--- src/rtl/swin_pkg.sv ---
`timescale 1ns/1ps
package swin_pkg;

  localparam int WADDR_W = 16;

  localparam logic [WADDR_W-1:0] WIN_CTL = 16'h80A0;
  localparam logic [WADDR_W-1:0] WIN_ADR = 16'h80A1;
  localparam logic [WADDR_W-1:0] WIN_DAT = 16'h80A2;

  localparam int BIT_START = 0;
  localparam int BIT_BUSY  = 0;
  localparam int BIT_WRSEL = 1;

  typedef enum logic [2:0] {
    PH_IDLE,
    PH_PAGE,
    PH_XFER,
    PH_RWAIT,
    PH_GAP,
    PH_DONE
  } phase_t;

  typedef enum logic [2:0] {
    SP_POLL_A,
    SP_ADDR,
    SP_DATA,
    SP_CTL,
    SP_POLL_B,
    SP_RDATA
  } step_t;

  function automatic logic [WADDR_W-1:0] step_window(step_t s);
    case (s)
      SP_ADDR:            return WIN_ADR;
      SP_DATA, SP_RDATA:  return WIN_DAT;
      default:            return WIN_CTL;
    endcase
  endfunction

  function automatic logic step_reads(step_t s);
    return (s == SP_POLL_A) || (s == SP_POLL_B) || (s == SP_RDATA);
  endfunction

  function automatic step_t step_after(step_t s, logic is_wr);
    case (s)
      SP_POLL_A: return SP_ADDR;
      SP_ADDR:   return is_wr ? SP_DATA : SP_CTL;
      SP_DATA:   return SP_CTL;
      SP_CTL:    return SP_POLL_B;
      SP_POLL_B: return SP_RDATA;
      default:   return SP_POLL_A;
    endcase
  endfunction

endpackage

--- src/rtl/swin_page_map.sv ---
`timescale 1ns/1ps
module swin_page_map
  import swin_pkg::*;
#(
  parameter int ADDR_W = 12,
  parameter int DATA_W = 16,
  parameter int DEV_W  = 5
) (
  input  logic [DEV_W-1:0]   dev,
  input  logic [WADDR_W-1:0] waddr,
  output logic [DATA_W-1:0]  page_word,
  output logic [ADDR_W-1:0]  win_off
);

  localparam int PG_HI_W = 7;
  localparam int OFF_W   = 9;

  logic [DEV_W+PG_HI_W-1:0] page_raw;
  logic [OFF_W+1:0]         off_raw;

  always_comb begin
    page_raw  = {dev, waddr[WADDR_W-1 -: PG_HI_W]};
    off_raw   = {waddr[OFF_W-1:0], 2'b00};
    page_word = DATA_W'(page_raw);
    win_off   = ADDR_W'(off_raw);
  end

endmodule

--- src/rtl/swin_gap_timer.sv ---
`timescale 1ns/1ps
module swin_gap_timer #(
  parameter int CNT = 1000
) (
  input  logic clk,
  input  logic rst_n,
  input  logic load,
  input  logic run,
  output logic expired
);

  localparam int W = (CNT > 1) ? $clog2(CNT) : 1;

  logic [W-1:0] cnt_q, cnt_d;
  logic         cnt_en;

  always_comb begin
    cnt_d  = cnt_q;
    cnt_en = load || run;
    if (load)
      cnt_d = W'(CNT - 1);
    else if (run && (cnt_q != '0))
      cnt_d = cnt_q - 1'b1;
  end

  always_ff @(posedge clk or negedge rst_n) begin
    if (!rst_n)
      cnt_q <= '0;
    else if (cnt_en)
      cnt_q <= cnt_d;
  end

  assign expired = (cnt_q == '0);

endmodule

--- src/rtl/swin_poll_budget.sv ---
`timescale 1ns/1ps
module swin_poll_budget #(
  parameter int LIMIT = 1000
) (
  input  logic clk,
  input  logic rst_n,
  input  logic clr,
  input  logic bump,
  output logic last
);

  localparam int W = (LIMIT > 1) ? $clog2(LIMIT) : 1;

  logic [W-1:0] cnt_q, cnt_d;
  logic         cnt_en;

  always_comb begin
    cnt_en = clr || bump;
    if (clr)
      cnt_d = '0;
    else
      cnt_d = cnt_q + 1'b1;
  end

  always_ff @(posedge clk or negedge rst_n) begin
    if (!rst_n)
      cnt_q <= '0;
    else if (cnt_en)
      cnt_q <= cnt_d;
  end

  assign last = (cnt_q == W'(LIMIT - 1));

endmodule

--- src/rtl/swin_ctrl.sv ---
`timescale 1ns/1ps
module swin_ctrl
  import swin_pkg::*;
#(
  parameter int ADDR_W = 12,
  parameter int DATA_W = 16,
  parameter int DEV_W  = 5,
  parameter logic [ADDR_W-1:0] PAGE_OFF = ADDR_W'('h800)
) (
  input  logic               clk,
  input  logic               rst_n,
  input  logic               req_valid,
  input  logic               req_write,
  input  logic [DEV_W-1:0]   req_dev,
  input  logic [WADDR_W-1:0] req_addr,
  input  logic [DATA_W-1:0]  req_wdata,
  output logic               req_ready,
  output logic               done,
  output logic [DATA_W-1:0]  rsp_rdata,
  output logic               rsp_err,
  output logic               bus_wr,
  output logic               bus_rd,
  output logic [ADDR_W-1:0]  bus_addr,
  output logic [DATA_W-1:0]  bus_wdata,
  input  logic [DATA_W-1:0]  bus_rdata,
  output logic [DEV_W-1:0]   map_dev,
  output logic [WADDR_W-1:0] map_waddr,
  input  logic [DATA_W-1:0]  page_word,
  input  logic [ADDR_W-1:0]  win_off,
  output logic               gap_load,
  output logic               gap_run,
  input  logic               gap_expired,
  output logic               bud_clr,
  output logic               bud_bump,
  input  logic               bud_last
);

  phase_t               ph_q, ph_d;
  step_t                st_q, st_d;
  logic                 wr_q;
  logic [DEV_W-1:0]     dev_q;
  logic [WADDR_W-1:0]   addr_q;
  logic [DATA_W-1:0]    wdata_q;
  logic [DATA_W-1:0]    rdata_q;
  logic                 err_q, err_d;
  logic                 accept;
  logic                 cap_rdata;
  logic [DATA_W-1:0]    window_wdata;

  assign accept    = (ph_q == PH_IDLE) && req_valid;
  assign map_dev   = dev_q;
  assign map_waddr = step_window(st_q);

  // Data written to a window in the transfer phase of a write step.
  always_comb begin
    window_wdata = '0;
    case (st_q)
      SP_ADDR: window_wdata = DATA_W'(addr_q);
      SP_DATA: window_wdata = wdata_q;
      default: begin
        window_wdata[BIT_START] = 1'b1;
        window_wdata[BIT_WRSEL] = wr_q;
      end
    endcase
  end

  // Next-state logic.
  always_comb begin
    ph_d      = ph_q;
    st_d      = st_q;
    err_d     = err_q;
    cap_rdata = 1'b0;
    gap_load  = 1'b0;
    gap_run   = 1'b0;
    bud_clr   = 1'b0;
    bud_bump  = 1'b0;
    bus_wr    = 1'b0;
    bus_rd    = 1'b0;
    bus_addr  = '0;
    bus_wdata = '0;
    unique case (ph_q)
      PH_IDLE: begin
        if (req_valid) begin
          ph_d    = PH_PAGE;
          st_d    = SP_POLL_A;
          err_d   = 1'b0;
          bud_clr = 1'b1;
        end
      end
      PH_PAGE: begin
        bus_wr    = 1'b1;
        bus_addr  = PAGE_OFF;
        bus_wdata = page_word;
        ph_d      = PH_XFER;
      end
      PH_XFER: begin
        bus_addr = win_off;
        if (step_reads(st_q)) begin
          bus_rd = 1'b1;
          ph_d   = PH_RWAIT;
        end else begin
          bus_wr    = 1'b1;
          bus_wdata = window_wdata;
          if ((st_q == SP_CTL) && wr_q) begin
            ph_d = PH_DONE;
          end else begin
            st_d = step_after(st_q, wr_q);
            ph_d = PH_PAGE;
          end
        end
      end
      PH_RWAIT: begin
        if (st_q == SP_RDATA) begin
          cap_rdata = 1'b1;
          ph_d      = PH_DONE;
        end else if (bus_rdata[BIT_BUSY]) begin
          if (bud_last) begin
            err_d = 1'b1;
            ph_d  = PH_DONE;
          end else begin
            bud_bump = 1'b1;
            gap_load = 1'b1;
            ph_d     = PH_GAP;
          end
        end else begin
          bud_clr = 1'b1;
          st_d    = step_after(st_q, wr_q);
          ph_d    = PH_PAGE;
        end
      end
      PH_GAP: begin
        gap_run = 1'b1;
        if (gap_expired)
          ph_d = PH_PAGE;
      end
      PH_DONE: begin
        ph_d = PH_IDLE;
      end
      default: begin
        ph_d = PH_IDLE;
      end
    endcase
  end

  // State registers.
  always_ff @(posedge clk or negedge rst_n) begin
    if (!rst_n) begin
      ph_q  <= PH_IDLE;
      st_q  <= SP_POLL_A;
      err_q <= 1'b0;
    end else begin
      ph_q  <= ph_d;
      st_q  <= st_d;
      err_q <= err_d;
    end
  end

  // Request capture, enabled on acceptance.
  always_ff @(posedge clk or negedge rst_n) begin
    if (!rst_n) begin
      wr_q    <= 1'b0;
      dev_q   <= '0;
      addr_q  <= '0;
      wdata_q <= '0;
    end else if (accept) begin
      wr_q    <= req_write;
      dev_q   <= req_dev;
      addr_q  <= req_addr;
      wdata_q <= req_wdata;
    end
  end

  // Read result, cleared on acceptance, loaded from the data window.
  always_ff @(posedge clk or negedge rst_n) begin
    if (!rst_n)
      rdata_q <= '0;
    else if (accept)
      rdata_q <= '0;
    else if (cap_rdata)
      rdata_q <= bus_rdata;
  end

  assign req_ready = (ph_q == PH_IDLE);
  assign done      = (ph_q == PH_DONE);
  assign rsp_rdata = rdata_q;
  assign rsp_err   = err_q;

endmodule

--- src/rtl/serdes_win_engine.sv ---
`timescale 1ns/1ps
module serdes_win_engine
  import swin_pkg::*;
#(
  parameter int ADDR_W     = 12,
  parameter int DATA_W     = 16,
  parameter int DEV_W      = 5,
  parameter int CLK_MHZ    = 200,
  parameter int POLL_US    = 5,
  parameter int POLL_LIMIT = 1000,
  parameter logic [ADDR_W-1:0] PAGE_OFF = ADDR_W'('h800)
) (
  input  logic               clk,
  input  logic               rst_n,
  input  logic               req_valid,
  output logic               req_ready,
  input  logic               req_write,
  input  logic [DEV_W-1:0]   req_dev,
  input  logic [15:0]        req_addr,
  input  logic [DATA_W-1:0]  req_wdata,
  output logic               done,
  output logic [DATA_W-1:0]  rsp_rdata,
  output logic               rsp_err,
  output logic               bus_wr,
  output logic               bus_rd,
  output logic [ADDR_W-1:0]  bus_addr,
  output logic [DATA_W-1:0]  bus_wdata,
  input  logic [DATA_W-1:0]  bus_rdata
);

  localparam int GAP_CYC = CLK_MHZ * POLL_US;

  logic [1:0]         rst_sync_q;
  logic               rst_int_n;
  logic [DEV_W-1:0]   map_dev;
  logic [WADDR_W-1:0] map_waddr;
  logic [DATA_W-1:0]  page_word;
  logic [ADDR_W-1:0]  win_off;
  logic               gap_load, gap_run, gap_expired;
  logic               bud_clr, bud_bump, bud_last;

  // Reset asserts at once and is released on a clock edge.
  always_ff @(posedge clk or negedge rst_n) begin
    if (!rst_n)
      rst_sync_q <= '0;
    else
      rst_sync_q <= {rst_sync_q[0], 1'b1};
  end
  assign rst_int_n = rst_sync_q[1];

  swin_page_map #(
    .ADDR_W (ADDR_W),
    .DATA_W (DATA_W),
    .DEV_W  (DEV_W)
  ) u_page_map (
    .dev       (map_dev),
    .waddr     (map_waddr),
    .page_word (page_word),
    .win_off   (win_off)
  );

  swin_gap_timer #(
    .CNT (GAP_CYC)
  ) u_gap_timer (
    .clk     (clk),
    .rst_n   (rst_int_n),
    .load    (gap_load),
    .run     (gap_run),
    .expired (gap_expired)
  );

  swin_poll_budget #(
    .LIMIT (POLL_LIMIT)
  ) u_poll_budget (
    .clk   (clk),
    .rst_n (rst_int_n),
    .clr   (bud_clr),
    .bump  (bud_bump),
    .last  (bud_last)
  );

  swin_ctrl #(
    .ADDR_W   (ADDR_W),
    .DATA_W   (DATA_W),
    .DEV_W    (DEV_W),
    .PAGE_OFF (PAGE_OFF)
  ) u_ctrl (
    .clk         (clk),
    .rst_n       (rst_int_n),
    .req_valid   (req_valid),
    .req_write   (req_write),
    .req_dev     (req_dev),
    .req_addr    (req_addr),
    .req_wdata   (req_wdata),
    .req_ready   (req_ready),
    .done        (done),
    .rsp_rdata   (rsp_rdata),
    .rsp_err     (rsp_err),
    .bus_wr      (bus_wr),
    .bus_rd      (bus_rd),
    .bus_addr    (bus_addr),
    .bus_wdata   (bus_wdata),
    .bus_rdata   (bus_rdata),
    .map_dev     (map_dev),
    .map_waddr   (map_waddr),
    .page_word   (page_word),
    .win_off     (win_off),
    .gap_load    (gap_load),
    .gap_run     (gap_run),
    .gap_expired (gap_expired),
    .bud_clr     (bud_clr),
    .bud_bump    (bud_bump),
    .bud_last    (bud_last)
  );

endmodule

--- config.mk ---
export PLATFORM = sky130hd
export DESIGN_NAME = serdes_win_engine
export DESIGN_NICKNAME = d
export VERILOG_FILES = /design/src/rtl/swin_pkg.sv /design/src/rtl/swin_page_map.sv /design/src/rtl/swin_gap_timer.sv /design/src/rtl/swin_poll_budget.sv /design/src/rtl/swin_ctrl.sv /design/src/rtl/serdes_win_engine.sv
export SDC_FILE = /design/constraint.sdc
export NUM_CORES = 1
export LEC_CHECK = 0
export BUFFER_PORTS_ARGS = -buffer_cell sky130_fd_sc_hd__buf_2
export CORE_ASPECT_RATIO = 1.75
export CORE_MARGIN = 2
export CORE_UTILIZATION = 50
export CTS_BUF_LIST = sky130_fd_sc_hd__clkbuf_16
export DETAILED_ROUTE_END_ITERATION = 16
export GPL_ROUTABILITY_DRIVEN = 0
export GPL_TIMING_DRIVEN = 0
export PLACE_DENSITY = 0.84
export REMOVE_ABC_BUFFERS = 1
export SLEW_MARGIN = 20
export SYNTH_ARGS = -nofsm -noshare
export SYNTH_HDL_FRONTEND = slang
export SYNTH_SLANG_ARGS = --single-unit
--- constraint.sdc ---
create_clock -name clk -period 2.9 [get_ports clk]
set_input_delay 0.145 -clock clk [delete_from_list [all_inputs] [get_ports clk]]
set_output_delay 0.145 -clock clk [all_outputs]
set_load 0.01 [all_outputs]
==> impl_metrics.yaml <==
worst_hold_path:
  min_path_type: "primary input to flop"
  hold_depth: 2
power_and_ir_drop:
  netSwitchingFraction_pct: 34.1
  p_switching_mw: 1.49
  ir_drop_v: 0.000645
  leakage_nw: 2.28
  power.density_nw_per_um2: 901
  pwr-share-seq_pct: 42.6
  clock_power_share_pct: 25.2
  p_int_mw: 2.88
  comb_power_share_pct: 32.2
synth:
  synth-simple-area-share_pct: 16.2
  synth-adder-area-share_pct: 0.935
  yosys_warnings: 0
  synth_cell_type_count: 58
  synth_compound_gate_area_share_pct: 13.2
  muxShareOfSynthArea_pct: 11.4
  synth_edf_count: 0
  async_flop_share_pct: 100
  yosysSeqAreaShare_pct: 51.8
  synth_top_family_by_area: "simple AND/OR/NAND/NOR gates"
  synthCells: 358
  yosysMostFrequentCell: "dfrtp_1"
  synth_xor_area_share_pct: 1.53
  ys.flop_type: "dfrtp_1"
  synth.avg_cell_area_sq_um: 11.2
  synth_top_area_share_pct: 51.8
  synth_area_leaders: "dfrtp_1, mux2_2, a22o_1, nor2_1, a22oi_1"
  synth.largest_area_cell: "dfrtp_1"
  synthesis.area_sq_um: 4010
  synthTopCellsByCount: "dfrtp_1, mux2_2, nor2_1, nand2_1, a22o_1"
  synth_seq_cells: 83
timing:
  max-slew-margin-rel_pct: 39.9
  finalSetupViolCount: 0
  rsz0062_at_grt: "false"
  finalCritPeriodShare_pct: 89.4
  final-max-slew-violation-count: 0
  hold_viol_final: 0
  max_freq_ghz: 0.386
  skew_ps: 6.79
  hold_slack_ps: 25.7
  tightest_slew_ps: 901
  post-route-min-period_ps: 2590
critical_path:
  reg2regPathDepth: 6
  arrival_ps: 2450
  cp-end-kind: "output port"
  crit_type: "flop to output port"
  critPathMaxStageDelay_ps: 800
  crit_fanout: 19
  required_ps: 2760
  path_cells: "nor3b_4 > a22oi_1 > o21ai_0 > buf_2"
  start_kind: "flop"
  critPathSlowestCell: "nor3b_4"
global_route:
  gr-total-overflow: 0
  antenna_found_initial: 0
  grt_pass1_wl_microns: 14700
  grt.total_usage_pct: 21.5
  grtUsageMet3_pct: 5.42
  grtUsageMet2_pct: 36.5
  grt_pass1_vias: 3203
  grt_max_degree: 47
  grt_most_used_layer: "met2"
  grtUsageMet1_pct: 25.6
finish:
  antennaDiodeCount: 0
  final_cells: 546
  fin_nets: 511
  area_growth_pct: 20.8
  drive_above_1_share_pct: 36.6
clocking:
  cts_tree: "built"
  h-tree-depth: 3
  cts_sinks: 83
  cts_root_buffer: "clkbuf_16"
  clk_pin_slew_ps: 60
  cts_buffers: 9
  insertion_delay_ps: 340
  max-clock-path-buffers: 2
place:
  port_buffers: 98
  place_hpwl_microns: 6410
  place_inst: 529
floorplan:
  io_pins: 106
  core_area_sq_um: 7860
  die_h_microns: 123
  start_util_pct: 51.1
  rows: 43
  design.die.area_sq_um: 8790
  die_w_microns: 71.7
routing:
  viasPerCell: 5.86
  routed_wirelength_microns: 9000
  vias: 3197
  ant_nets: 0
  drtIter0Drc: 228
  drc: 0
  routedWlPerCell_microns: 16.5
  dr.pass1.iters: 4
run:
  cap_violations: 0
status:
  status: "finished clean"
[sequential cells by signal, indices dropped and copies added, names as in the netlist]
| signal | cells |
|---|---|
| u_ctrl.addr_q | 16 |
| u_ctrl.rsp_rdata | 16 |
| u_ctrl.wdata_q | 16 |
| u_gap_timer.cnt_q | 10 |
| u_poll_budget.cnt_q | 10 |
| u_ctrl.map_dev | 5 |
| u_ctrl.ph_q | 3 |
| u_ctrl.st_q | 3 |
| rst_sync_q | 2 |
| u_ctrl.rsp_err | 1 |
| u_ctrl.wr_q | 1 |
[cells in the final DEF, fill, tap and decap left out, types with 2 or more instances in the layout]
master,n
buf_2,98
dfrtp_1,82
mux2_2,38
nor2_1,31
nand2_1,24
a22o_1,17
a22oi_1,15
o21ai_0,12
a21oi_1,10
nand3_1,10
inv_1,9
clkbuf_16,9
conb_1,8
nor3_1,6
nand4_1,6
xnor2_1,5
nand2b_1,4
nor4_1,4
nor2b_1,3
and2_1,3
mux2i_1,3
ha_1,3
clkinv_2,3
buf_6,3
nor3b_4,2
or3b_1,2
and4_1,2
or3_1,2
o31ai_1,2
or4_1,2
o211ai_1,2
xor2_1,2
a211o_1,2
o2bb2ai_1,2
[layer usage]
layer	share of wire, %	wire length (microns)
met1	39	3520
met2	54	4820
met3	4.8	430
met4	2.5	226
met5	0	0
[power groups by stage]
stage	Combinational, mW	Sequential [mW]	Clock (mW)
2_1_floorplan	1.00	1.78	0
3_3_place_gp	1.31	1.84	0
3_5_place_dp	1.40	1.87	0
4_1_cts	1.41	1.86	1.12
5_1_grt	1.53	1.92	1.17
6_report	1.41	1.86	1.10
[critical path, delay by kind of cell, from the launching register on]
kind / cells / cell delay (ps)
simple gates: 1 / 800
flops: 1 / 630
buf+inv: 1 / 180
compound gates: 2 / 490
[path summary, 6_finish.rpt]
check                                     startpoint              endpoint  slack (ps)
max in group asynchronous              rst_sync_q[1]     u_ctrl.wdata_q[2]        1950
min in group asynchronous                      rst_n         rst_sync_q[1]         140
worst max-delay path                  u_ctrl.st_q[1]          bus_wdata[6]         310
worst min register to register         rst_sync_q[1]     u_ctrl.wdata_q[8]         340
worst min-delay path                   bus_rdata[10]  u_ctrl.rsp_rdata[10]          30
worst max register to register  u_gap_timer.cnt_q[0]  u_gap_timer.cnt_q[2]         710
[final cells by class]
cell class / count / area [sq um]
clock inverter: 7 / 61.3
inverter: 7 / 26.3
sequential: 83 / 2080
tap: 90 / 113
clock buffer: 9 / 225
timing repair buffer: 103 / 554
fill: 616 / 3010
multi-input combinational: 247 / 1790
[through the flow]
stage          setup TNS (ps)  power (mW)  instance area [sq um]  worst slack, ps  util [%]
2_1_floorplan               0        2.78                   3870              191         -
3_3_place_gp           -56120        3.15                   4480             -650      57.0
3_5_place_dp                0        3.27                   4550              715      57.9
4_1_cts                     0        4.38                   4850              358      61.7
5_1_grt                     0        4.62                   4850              206      61.7
6_report                    0        4.37                   4850              308      61.7
[repair_timing]
| item | in CTS | in global routing |
|---|---|---|
| hold buffers | 1 | 0 |
| buffers inserted | 0 | 0 |
| endpoints found under the hold margin | 2 | 0 |
| resized for setup | 0 | 0 |
[cell families (layout without fill, tap and decap cells)]
| kind of cell | after synthesis | in the layout |
|---|---|---|
| buf+inv | 34 | 126 |
| simple gates | 115 | 115 |
| fa+ha+maj | 3 | 3 |
| other cells | 2 | 8 |
| compound gates | 73 | 73 |
| flops | 83 | 83 |
| mux | 41 | 41 |
| xor+xnor | 7 | 7 |
Power figures use the tool's default switching activity.
